File: src/rtl/wq_pkg.sv
package wq_pkg;
  typedef enum logic {
    FM_ADDRESSED = 1'b0,
    FM_LOOPED    = 1'b1
  } own_mode_e;
endpackage

File: src/rtl/wq_wsel.sv
module wq_wsel #(
  parameter int ID_W = 3,
  parameter int Q_W  = 2,
  localparam int ADDR_W = ID_W + Q_W
) (
  input  logic              clk,
  input  logic              rst_n,
  input  logic [ID_W-1:0]   dev_id,
  input  logic [ADDR_W-1:0] wr_addr,
  input  logic              addr_en,
  output logic [Q_W-1:0]    sel_q,
  output logic              dev_sel,
  output logic              flag_ok
);
  logic id_hit;
  assign id_hit = (wr_addr[ADDR_W-1:Q_W] == dev_id);

  always_ff @(posedge clk) begin
    if (!rst_n) begin
      sel_q   <= '0;
      dev_sel <= 1'b0;
      flag_ok <= 1'b0;
    end else begin
      flag_ok <= !addr_en;
      if (addr_en) begin
        sel_q   <= wr_addr[Q_W-1:0];
        dev_sel <= id_hit;
      end
    end
  end


  settle_gap_chk: assert property (@(posedge clk) disable iff (!rst_n)
    addr_en |=> !flag_ok);


  foreign_id_chk: assert property (@(posedge clk) disable iff (!rst_n)
    (addr_en && !id_hit) |=> !dev_sel);
endmodule

File: src/rtl/wq_levels.sv
module wq_levels #(
  parameter int NQ     = 4,
  parameter int DEPTH  = 16,
  parameter int AF_OFS = 3,
  localparam int LW    = $clog2(DEPTH + 1)
) (
  input  logic          clk,
  input  logic          rst_n,
  input  logic [NQ-1:0] wr_en,
  input  logic [NQ-1:0] rd_req,
  output logic [NQ-1:0] full_nx,
  output logic [NQ-1:0] afull_n
);
  localparam logic [LW-1:0] FULL_LVL = LW'(DEPTH);
  localparam logic [LW-1:0] AF_LVL   = LW'(DEPTH - AF_OFS);

  for (genvar g = 0; g < NQ; g++) begin : g_q
    logic [LW-1:0] lvl, lvl_nx;
    logic          dec;

    assign dec = rd_req[g] && (lvl != '0);

    always_comb begin
      lvl_nx = lvl;
      if (wr_en[g] && !dec)      lvl_nx = lvl + 1'b1;
      else if (dec && !wr_en[g]) lvl_nx = lvl - 1'b1;
    end

    always_ff @(posedge clk) begin
      if (!rst_n) lvl <= '0;
      else        lvl <= lvl_nx;
    end

    assign full_nx[g] = (lvl_nx == FULL_LVL);
    assign afull_n[g] = !(lvl >= AF_LVL);


    no_overflow_chk: assert property (@(posedge clk) disable iff (!rst_n)
      wr_en[g] |-> (lvl != FULL_LVL));


    empty_drain_chk: assert property (@(posedge clk) disable iff (!rst_n)
      (rd_req[g] && !wr_en[g] && lvl == '0) |=> (lvl == '0));
  end
endmodule

File: src/rtl/wq_flagbus.sv
module wq_flagbus
  import wq_pkg::*;
#(
  parameter int ID_W = 3
) (
  input  logic            clk,
  input  logic            rst_n,
  input  logic            flag_mode,
  input  logic [ID_W-1:0] dev_id,
  input  logic [ID_W-1:0] addr_dev,
  input  logic            fstr,
  output logic            bus_oe
);
  own_mode_e       mode_r;
  logic [ID_W-1:0] slot;
  logic            own;

  always_ff @(posedge clk) begin
    if (!rst_n) begin
      mode_r <= own_mode_e'(flag_mode);
      slot   <= '0;
      own    <= 1'b0;
    end else begin
      slot <= slot + 1'b1;
      if (fstr) own <= (addr_dev == dev_id);
    end
  end

  assign bus_oe = (mode_r == FM_LOOPED) ? (slot == dev_id) : own;


  mode_hold_chk: assert property (@(posedge clk) disable iff (!rst_n)
    1'b1 |=> $stable(mode_r));


  claim_chk: assert property (@(posedge clk) disable iff (!rst_n)
    (mode_r == FM_ADDRESSED && fstr && addr_dev == dev_id) |=> bus_oe);


  single_slot_chk: assert property (@(posedge clk) disable iff (!rst_n)
    (mode_r == FM_LOOPED && bus_oe) |=> !bus_oe);
endmodule

File: src/rtl/wq_wport_ctl.sv
module wq_wport_ctl #(
  parameter int NQ     = 4,
  parameter int ID_W   = 3,
  parameter int DEPTH  = 16,
  parameter int AF_OFS = 3,
  localparam int Q_W    = $clog2(NQ),
  localparam int ADDR_W = ID_W + Q_W
) (
  input  logic              clk,
  input  logic              rst_n,
  input  logic [ID_W-1:0]   dev_id,
  input  logic              flag_mode,
  input  logic [ADDR_W-1:0] wr_addr,
  input  logic              addr_en,
  input  logic              wr_valid,
  output logic              wr_ready,
  input  logic              rd_en,
  input  logic [Q_W-1:0]    rd_q,
  input  logic              fstr,
  output logic              wq_full,
  output logic [NQ-1:0]     afull_n,
  output logic              afull_oe
);
  logic [Q_W-1:0] sel_q;
  logic           dev_sel, flag_ok, full_r, wr_fire;
  logic [NQ-1:0]  wr_en, rd_req, full_nx;

  wq_wsel #(.ID_W(ID_W), .Q_W(Q_W)) u_wsel (
    .clk(clk), .rst_n(rst_n), .dev_id(dev_id), .wr_addr(wr_addr),
    .addr_en(addr_en), .sel_q(sel_q), .dev_sel(dev_sel), .flag_ok(flag_ok)
  );

  assign wr_fire = wr_valid && wr_ready;

  for (genvar g = 0; g < NQ; g++) begin : g_en
    assign wr_en[g]  = wr_fire && (sel_q == Q_W'(g));
    assign rd_req[g] = rd_en && (rd_q == Q_W'(g));
  end

  wq_levels #(.NQ(NQ), .DEPTH(DEPTH), .AF_OFS(AF_OFS)) u_levels (
    .clk(clk), .rst_n(rst_n), .wr_en(wr_en), .rd_req(rd_req),
    .full_nx(full_nx), .afull_n(afull_n)
  );

  always_ff @(posedge clk) begin
    if (!rst_n) full_r <= 1'b0;
    else        full_r <= full_nx[sel_q];
  end

  assign wq_full  = full_r;
  assign wr_ready = dev_sel && flag_ok && !full_r;

  wq_flagbus #(.ID_W(ID_W)) u_flagbus (
    .clk(clk), .rst_n(rst_n), .flag_mode(flag_mode), .dev_id(dev_id),
    .addr_dev(wr_addr[ADDR_W-1:Q_W]), .fstr(fstr), .bus_oe(afull_oe)
  );


  full_block_chk: assert property (@(posedge clk) disable iff (!rst_n)
    wq_full |-> !wr_fire);
endmodule

File: config.mk
export PLATFORM = sky130hd
export DESIGN_NAME = wq_wport_ctl
export DESIGN_NICKNAME = d
export VERILOG_FILES = /design/src/rtl/wq_pkg.sv /design/src/rtl/wq_wsel.sv /design/src/rtl/wq_levels.sv /design/src/rtl/wq_flagbus.sv /design/src/rtl/wq_wport_ctl.sv
export SDC_FILE = /design/constraint.sdc
export NUM_CORES = 1
export LEC_CHECK = 0
export ABC_AREA = 1
export BUFFER_PORTS_ARGS = -buffer_cell sky130_fd_sc_hd__buf_2
export CORE_UTILIZATION = 50
export DETAILED_ROUTE_END_ITERATION = 12
export PLACE_DENSITY = 0.78
export SLEW_MARGIN = 40
export SYNTH_ARGS = -nofsm -noshare
export SYNTH_HDL_FRONTEND = slang
export SYNTH_HIERARCHICAL = 1
export SYNTH_SLANG_ARGS = --single-unit
File: constraint.sdc
create_clock -name clk -period 1.8 [get_ports clk]
set_input_delay 0.09 -clock clk [delete_from_list [all_inputs] [get_ports clk]]
set_output_delay 0.09 -clock clk [all_outputs]
set_load 0.01 [all_outputs]
* Word-level counts from Yosys, hierarchy flattened *
Cells that the tools add are included.

storage, ports and cells
  register bits = 30
  bits of input ports = 17
  output and inout bits = 7
  word-level logic and storage cells = 91

operators by class
  add/subtract/negate cells = 9
  magnitude comparators = 5
  equal/unequal tests = 12
  mux-type cells = 11
  reduce and logical (&&, ||, !) cells = 43

operators with widths
  kind                                                               number
  2-to-1 mux 5 bit                                                   8
  logical AND 1 bit                                                  23
  adder 5 x 1 -> 5 bit, second input constant                        4
  equality test 5 bit, second input constant                         4
  greater-or-equal comparator 5 x 4 -> 1 bit, second input constant  4
  nonzero test 5 bit                                                 4
  subtractor 5 x 1 -> 5 bit, second input constant                   4
  logical NOT 1 bit                                                  14
  equality test 2 bit, second input constant                         4
  equality test 3 bit                                                2
  equality test 2 x 1 -> 1 bit, second input constant                2
  logical NOT 2 bit                                                  2
  adder 3 x 1 -> 3 bit, second input constant                        1
  less-than comparator 2 x 3 -> 1 bit, second input constant         1
  binary-select mux 1 bit (select 2 bit)                             1
  2-to-1 mux 1 bit                                                   2

* Longest topological paths before layout *
  word-level depth = 11
  depth in mapped cells = 16
  depth with buffers taken out = 16

* By module *
The synthesis kept the hierarchy.

by module, submodules not included
  module        instances  cells each  area each (um^2)  seq. area each (um^2)
  wq_levels     1          272         1836.8            400.4
  wq_flagbus    1          39          274.0             110.1
  wq_wsel       1          34          192.7             80.1
  wq_wport_ctl  1          27          136.4             20.0

* Least setup slack after synthesis *
Ideal clock, no wire load.

  kind = register to register
  start point = reg u_wsel.dev_sel
  end point = reg full_r, in the netlist wq_full
  setup time = 0.064 ns
  data arrival time = 1.935 ns
  data required time = 1.736 ns
  slack = -0.199 ns
  cell stages (with the launch flop) = 17
  buffers on the path = 0
  period minus slack after synthesis = 1.999 ns
  cells stage by stage = dfxtp_1 > nand2_1 > nor2_2 > nand2_2 > nor3_1 > inv_1 > nand3_4 > nand2_1 > nand2_2 > nand2_1 > nor2_1 > nand2_1 > nor2_2 > nand3_1 > nand2_1 > nor2_1 > nor2_1

between the ends
  cells in the longest elaborated chain, start to end = 11
  elaborated cells between the ends (all ways) = 33
  classes of those cells = eq/ne (4); mux (10); reduce/logical (19)

ends and longest elaborated chain
  item                                      RTL line            source
  start: declaration                        wq_wsel.sv:12       output logic dev_sel,
  start signal: assignment                  wq_wsel.sv:27       dev_sel <= id_hit;
  logical AND 1 bit * (2 in a row)          wq_wport_ctl.sv:51  assign wr_ready = dev_sel && flag_ok && !full_r;
  named net wr_ready                        wq_wport_ctl.sv:16  output logic wr_ready,
  logical AND 1 bit *                       wq_wport_ctl.sv:33  assign wr_fire = wr_valid && wr_ready;
  logical AND 1 bit *                       wq_wport_ctl.sv:36  assign wr_en[g] = wr_fire && (sel_q == Q_W'(g));
  named net wr_en[2]                        wq_wport_ctl.sv:26  logic [NQ-1:0] wr_en, rd_req, full_nx;
  logical NOT 1 bit                         wq_levels.sv:26     else if (dec && !wr_en[g]) lvl_nx = lvl - 1'b1;
  logical AND 1 bit                         wq_levels.sv:26
  2-to-1 mux 5 bit                          wq_levels.sv:26
  2-to-1 mux 5 bit *                        wq_levels.sv:25     if (wr_en[g] && !dec) lvl_nx = lvl + 1'b1;
  equality test 5 bit *                     wq_levels.sv:34     assign full_nx[g] = (lvl_nx == FULL_LVL);
  named net full_nx[2]                      wq_wport_ctl.sv:26
  binary-select mux 1 bit (select 2 bit) *  wq_wport_ctl.sv:47  else full_r <= full_nx[sel_q];
  2-to-1 mux 1 bit (not written as such) *  wq_wport_ctl.sv:47
  end signal: assignment                    wq_wport_ctl.sv:47
  end: declaration                          wq_wport_ctl.sv:25  logic dev_sel, flag_ok, full_r, wr_fire;

Mark *: on every way through the listed nets, which the timed path passes. The rest lies on a longest branch. The select of a mux whose other input is x is not followed.
A chain may end at the register's enable or synchronous reset.

* Worst setup path in the final report *
  start point = reg u_wsel.dev_sel
  end point = reg full_r, in the netlist wq_full

between the ends
  cells in the longest elaborated chain, start to end = 11
  elaborated cells between the ends (all ways) = 33
  classes of those cells = eq/ne (4); mux (10); reduce/logical (19)

ends and longest elaborated chain
  item                                      RTL line
  logical AND 1 bit * (2 in a row)          wq_wport_ctl.sv:51
  logical AND 1 bit *                       wq_wport_ctl.sv:33
  logical AND 1 bit *                       wq_wport_ctl.sv:36
  named net wr_en[1]                        wq_wport_ctl.sv:26
  logical NOT 1 bit                         wq_levels.sv:26
  logical AND 1 bit                         wq_levels.sv:26
  2-to-1 mux 5 bit                          wq_levels.sv:26
  2-to-1 mux 5 bit *                        wq_levels.sv:25
  equality test 5 bit *                     wq_levels.sv:34
  named net full_nx[1]                      wq_wport_ctl.sv:26
  binary-select mux 1 bit (select 2 bit) *  wq_wport_ctl.sv:47
  2-to-1 mux 1 bit (not written as such) *  wq_wport_ctl.sv:47

Marked as above.

==> results.ini <==
[sta]
final_hold_viol_count=0
relSlewSlack=0.558
fmax_mhz=566
min_period_ns=1.77
slew_violations=0
skew_ns=0.00381
post-route-period-util=0.981
finalSetupViolations=0
rsz0062_at_grt=yes
hold_slack_ns=0.0203
tightestPinTransition_ns=0.663

[setup_path]
crit_fanout=9
r2r_start=u_wsel/dev_sel
cpMaxStageDelayCell=dfxtp_2
worstPathArrival_ns=1.98
reg2reg_slack_ns=0.03
cp-end-kind=register
slowest_delay_ns=0.33
cp.required_ns=2.01
startpoint_type=register
startpoint=u_wsel/dev_sel
crit_type=register to register
path_cells=nand2_2 > nor2_4 > nand2_4 > nor3_4 > buf_4 > nand2_4 > inv_2 > nand2_1 > nand2_1 > nand3_1 > nor2_1 > nand3_1 > nand2_1 > nor2_1 > nor2_1

[grt]
antenna_found_initial=0
grt_overflow=0
grt_use_total=0.218
grt_pass1_wl_um=9000
grt_max_degree=21
grt_pass1_vias=2215

[pwr]
irDropWorstVdd_uv=648
power.share.sequential=0.331
share_comb_of_total_power=0.444
swShare=0.365
powerDensity_nw_per_um2=782
p_sw_uw=863
internal_power_uw=1500
p_leak_uw=0.00158
clkPwrFrac=0.225

[logic_synthesis]
synth.distinct_cells=28
syn-num-nets=402
synth-edff-count=1
syn_area_per_cell_um2=6.56
synth_ff_type=dfxtp_1
syn_area_um2=2440
synth-seq-area-share=0.250
syn_inst=372
synth_top_cell_by_area=dfxtp_1
async_flop_share=0
synth_top_area_frac=0.238
yosysWarningCount=6
ys_seq_elements=30
ys_top_cells_by_area=dfxtp_1 (24%), nand2_1 (18%), inv_1 (8.5%)

[layout]
n_antenna_cell=0
postLayoutCoreUtil=0.640
drive_gt1_frac=0.283
fillers=430
layout.nets=457
synthToLayoutAreaGrowth_pct=23.9
stdcell_area_um2=3020

[clock_tree]
clkSlewWorstSetupHoldPaths_ns=0.06
htreeDepth=2
cts_num_sinks=30
clock_latency_ns=0.27
clockBufferDepth=2
cts_tree=done
cts_buffers=5
root_buffer=clkbuf_8

[place]
dpl-instance-area_um2=2840
dp_hpwl_um=4030
gp_congestion=0.855
io_buffers=23

[floorplan]
ios=24
dieArea_um2=5160
num_rows=25
start_util=0.517
fp.dieW_um=71.9
die_h_um=71.9
coreArea_um2=4720

[route]
via_per_inst=4.79
vias=2368
firstDrtPassIters=4
drt_wl_total_um=5160
drc=0
ant_nets=0
dr.first_iter.drc_count=81
routedWlPerCell_um=10.4

[hold_path]
worstHoldPathType=input port to register
worstHoldStart=wr_addr[0]

[flow_run]
max-cap-violations=0

[run_status]
status=complete, no violations

worst max-delay path: cells and delay by family, from the launching register on:
kind / cells / cell delay [ns]
buffers and inverters: 2 / 0.22
DFF: 1 / 0.33
and+or+nand+nor: 13 / 1.17
synthesized netlist by cell type (3+ instances only):
| cell | count |
|---|---|
| a21oi_1 | 23 |
| a41oi_1 | 4 |
| dfxtp_1 | 29 |
| ha_1 | 13 |
| inv_1 | 55 |
| inv_2 | 4 |
| nand2_1 | 118 |
| nand2_2 | 9 |
| nand2_4 | 5 |
| nand3_1 | 18 |
| nand3_2 | 11 |
| nand3_4 | 3 |
| nand3b_1 | 7 |
| nand4_1 | 5 |
| nor2_1 | 22 |
| nor2_2 | 5 |
| nor3_1 | 9 |
| or2_2 | 3 |
| xnor2_1 | 6 |
| xor2_1 | 10 |
power groups by stage:
stage / Clock, µW / Sequential, µW / Combinational, µW
4_1_cts: 552 / 782 / 1020
3_5_place_dp: 0 / 797 / 989
2_1_floorplan: 0 / 805 / 708
3_3_place_gp: 0 / 793 / 961
6_report: 532 / 782 / 1050
5_1_grt: 582 / 791 / 1180
flip-flops by register name, summed over array words and instances (netlist names):
name and flops:
u_flagbus/slot 3, wq_full 1, u_wsel/sel_q 2, u_wsel/flag_ok 1
u_flagbus/mode_r 1, u_wsel/dev_sel 1, u_levels/g_q.lvl 20, u_flagbus/own 1
stage by stage:
stage	power (µW)	std cells	worst slack (ns)	TNS [ns]
final	2360	494	0.0345	0
after global routing	2560	494	-0.142	-0.142
after CTS	2350	494	-0.0265	-0.0265
after detailed placement	1790	484	-0.0871	-0.0871
after global placement	1750	484	-0.0201	-0.0201
after floorplan	1510	372	0.00239	0
path summary, 6_finish.rpt:
kind	to	cells after the start
setup / recovery	wq_full	15
hold / removal	u_wsel/sel_q[0]	3
setup reg to reg	wq_full	15
hold reg to reg	u_flagbus/slot[0]	1
cells in the final DEF (no fill, tap or decap), drive strengths merged, types with 9 or more instances in the layout:
master,netlist,final
nand2,132,132
nor2,29,29
buf,2,51
ha,13,13
a21oi,24,24
nor3,9,9
inv,59,59
dfxtp,29,29
nand3,32,32
xor2,10,10
logic make-up (layout without fill, tap and decap cells):
kind of cell,Yosys count,in the layout,synth area share
simple gates,217,217,0.448
buf+inv,65,120,0.106
compound gates,31,31,0.0718
flops,30,30,0.250
xor+xnor,16,16,0.0574
fa+ha+maj,13,13,0.0667
layer usage:
layer	global-route usage	vias up	wire, µm
li1	-	1278	-
met2	0.390	34	2580
met4	0.0588	0	51
met1	0.265	1052	2380
met5	0	-	0
met3	0.0450	4	149
what timing repair did:
action,4_1_cts,5_1_grt
hold buffers,1,0
pin swaps,5,5
hold endpoints to repair,1,0
setup endpoints to repair,1,2
buffers inserted,2,0
gates resized for setup,7,16
gates cloned,0,0
final cells by class:
cell class              instances  area, µm²  area share
repair buffers                 52        335       0.111
inverters                      61        229      0.0757
multi-input cells             277       1670       0.554
well taps                      67       83.8      0.0277
clock buffers                   7       86.3      0.0286
flip-flops and latches         30        614       0.203
No activity file was read; power rests on OpenSTA's default activity.
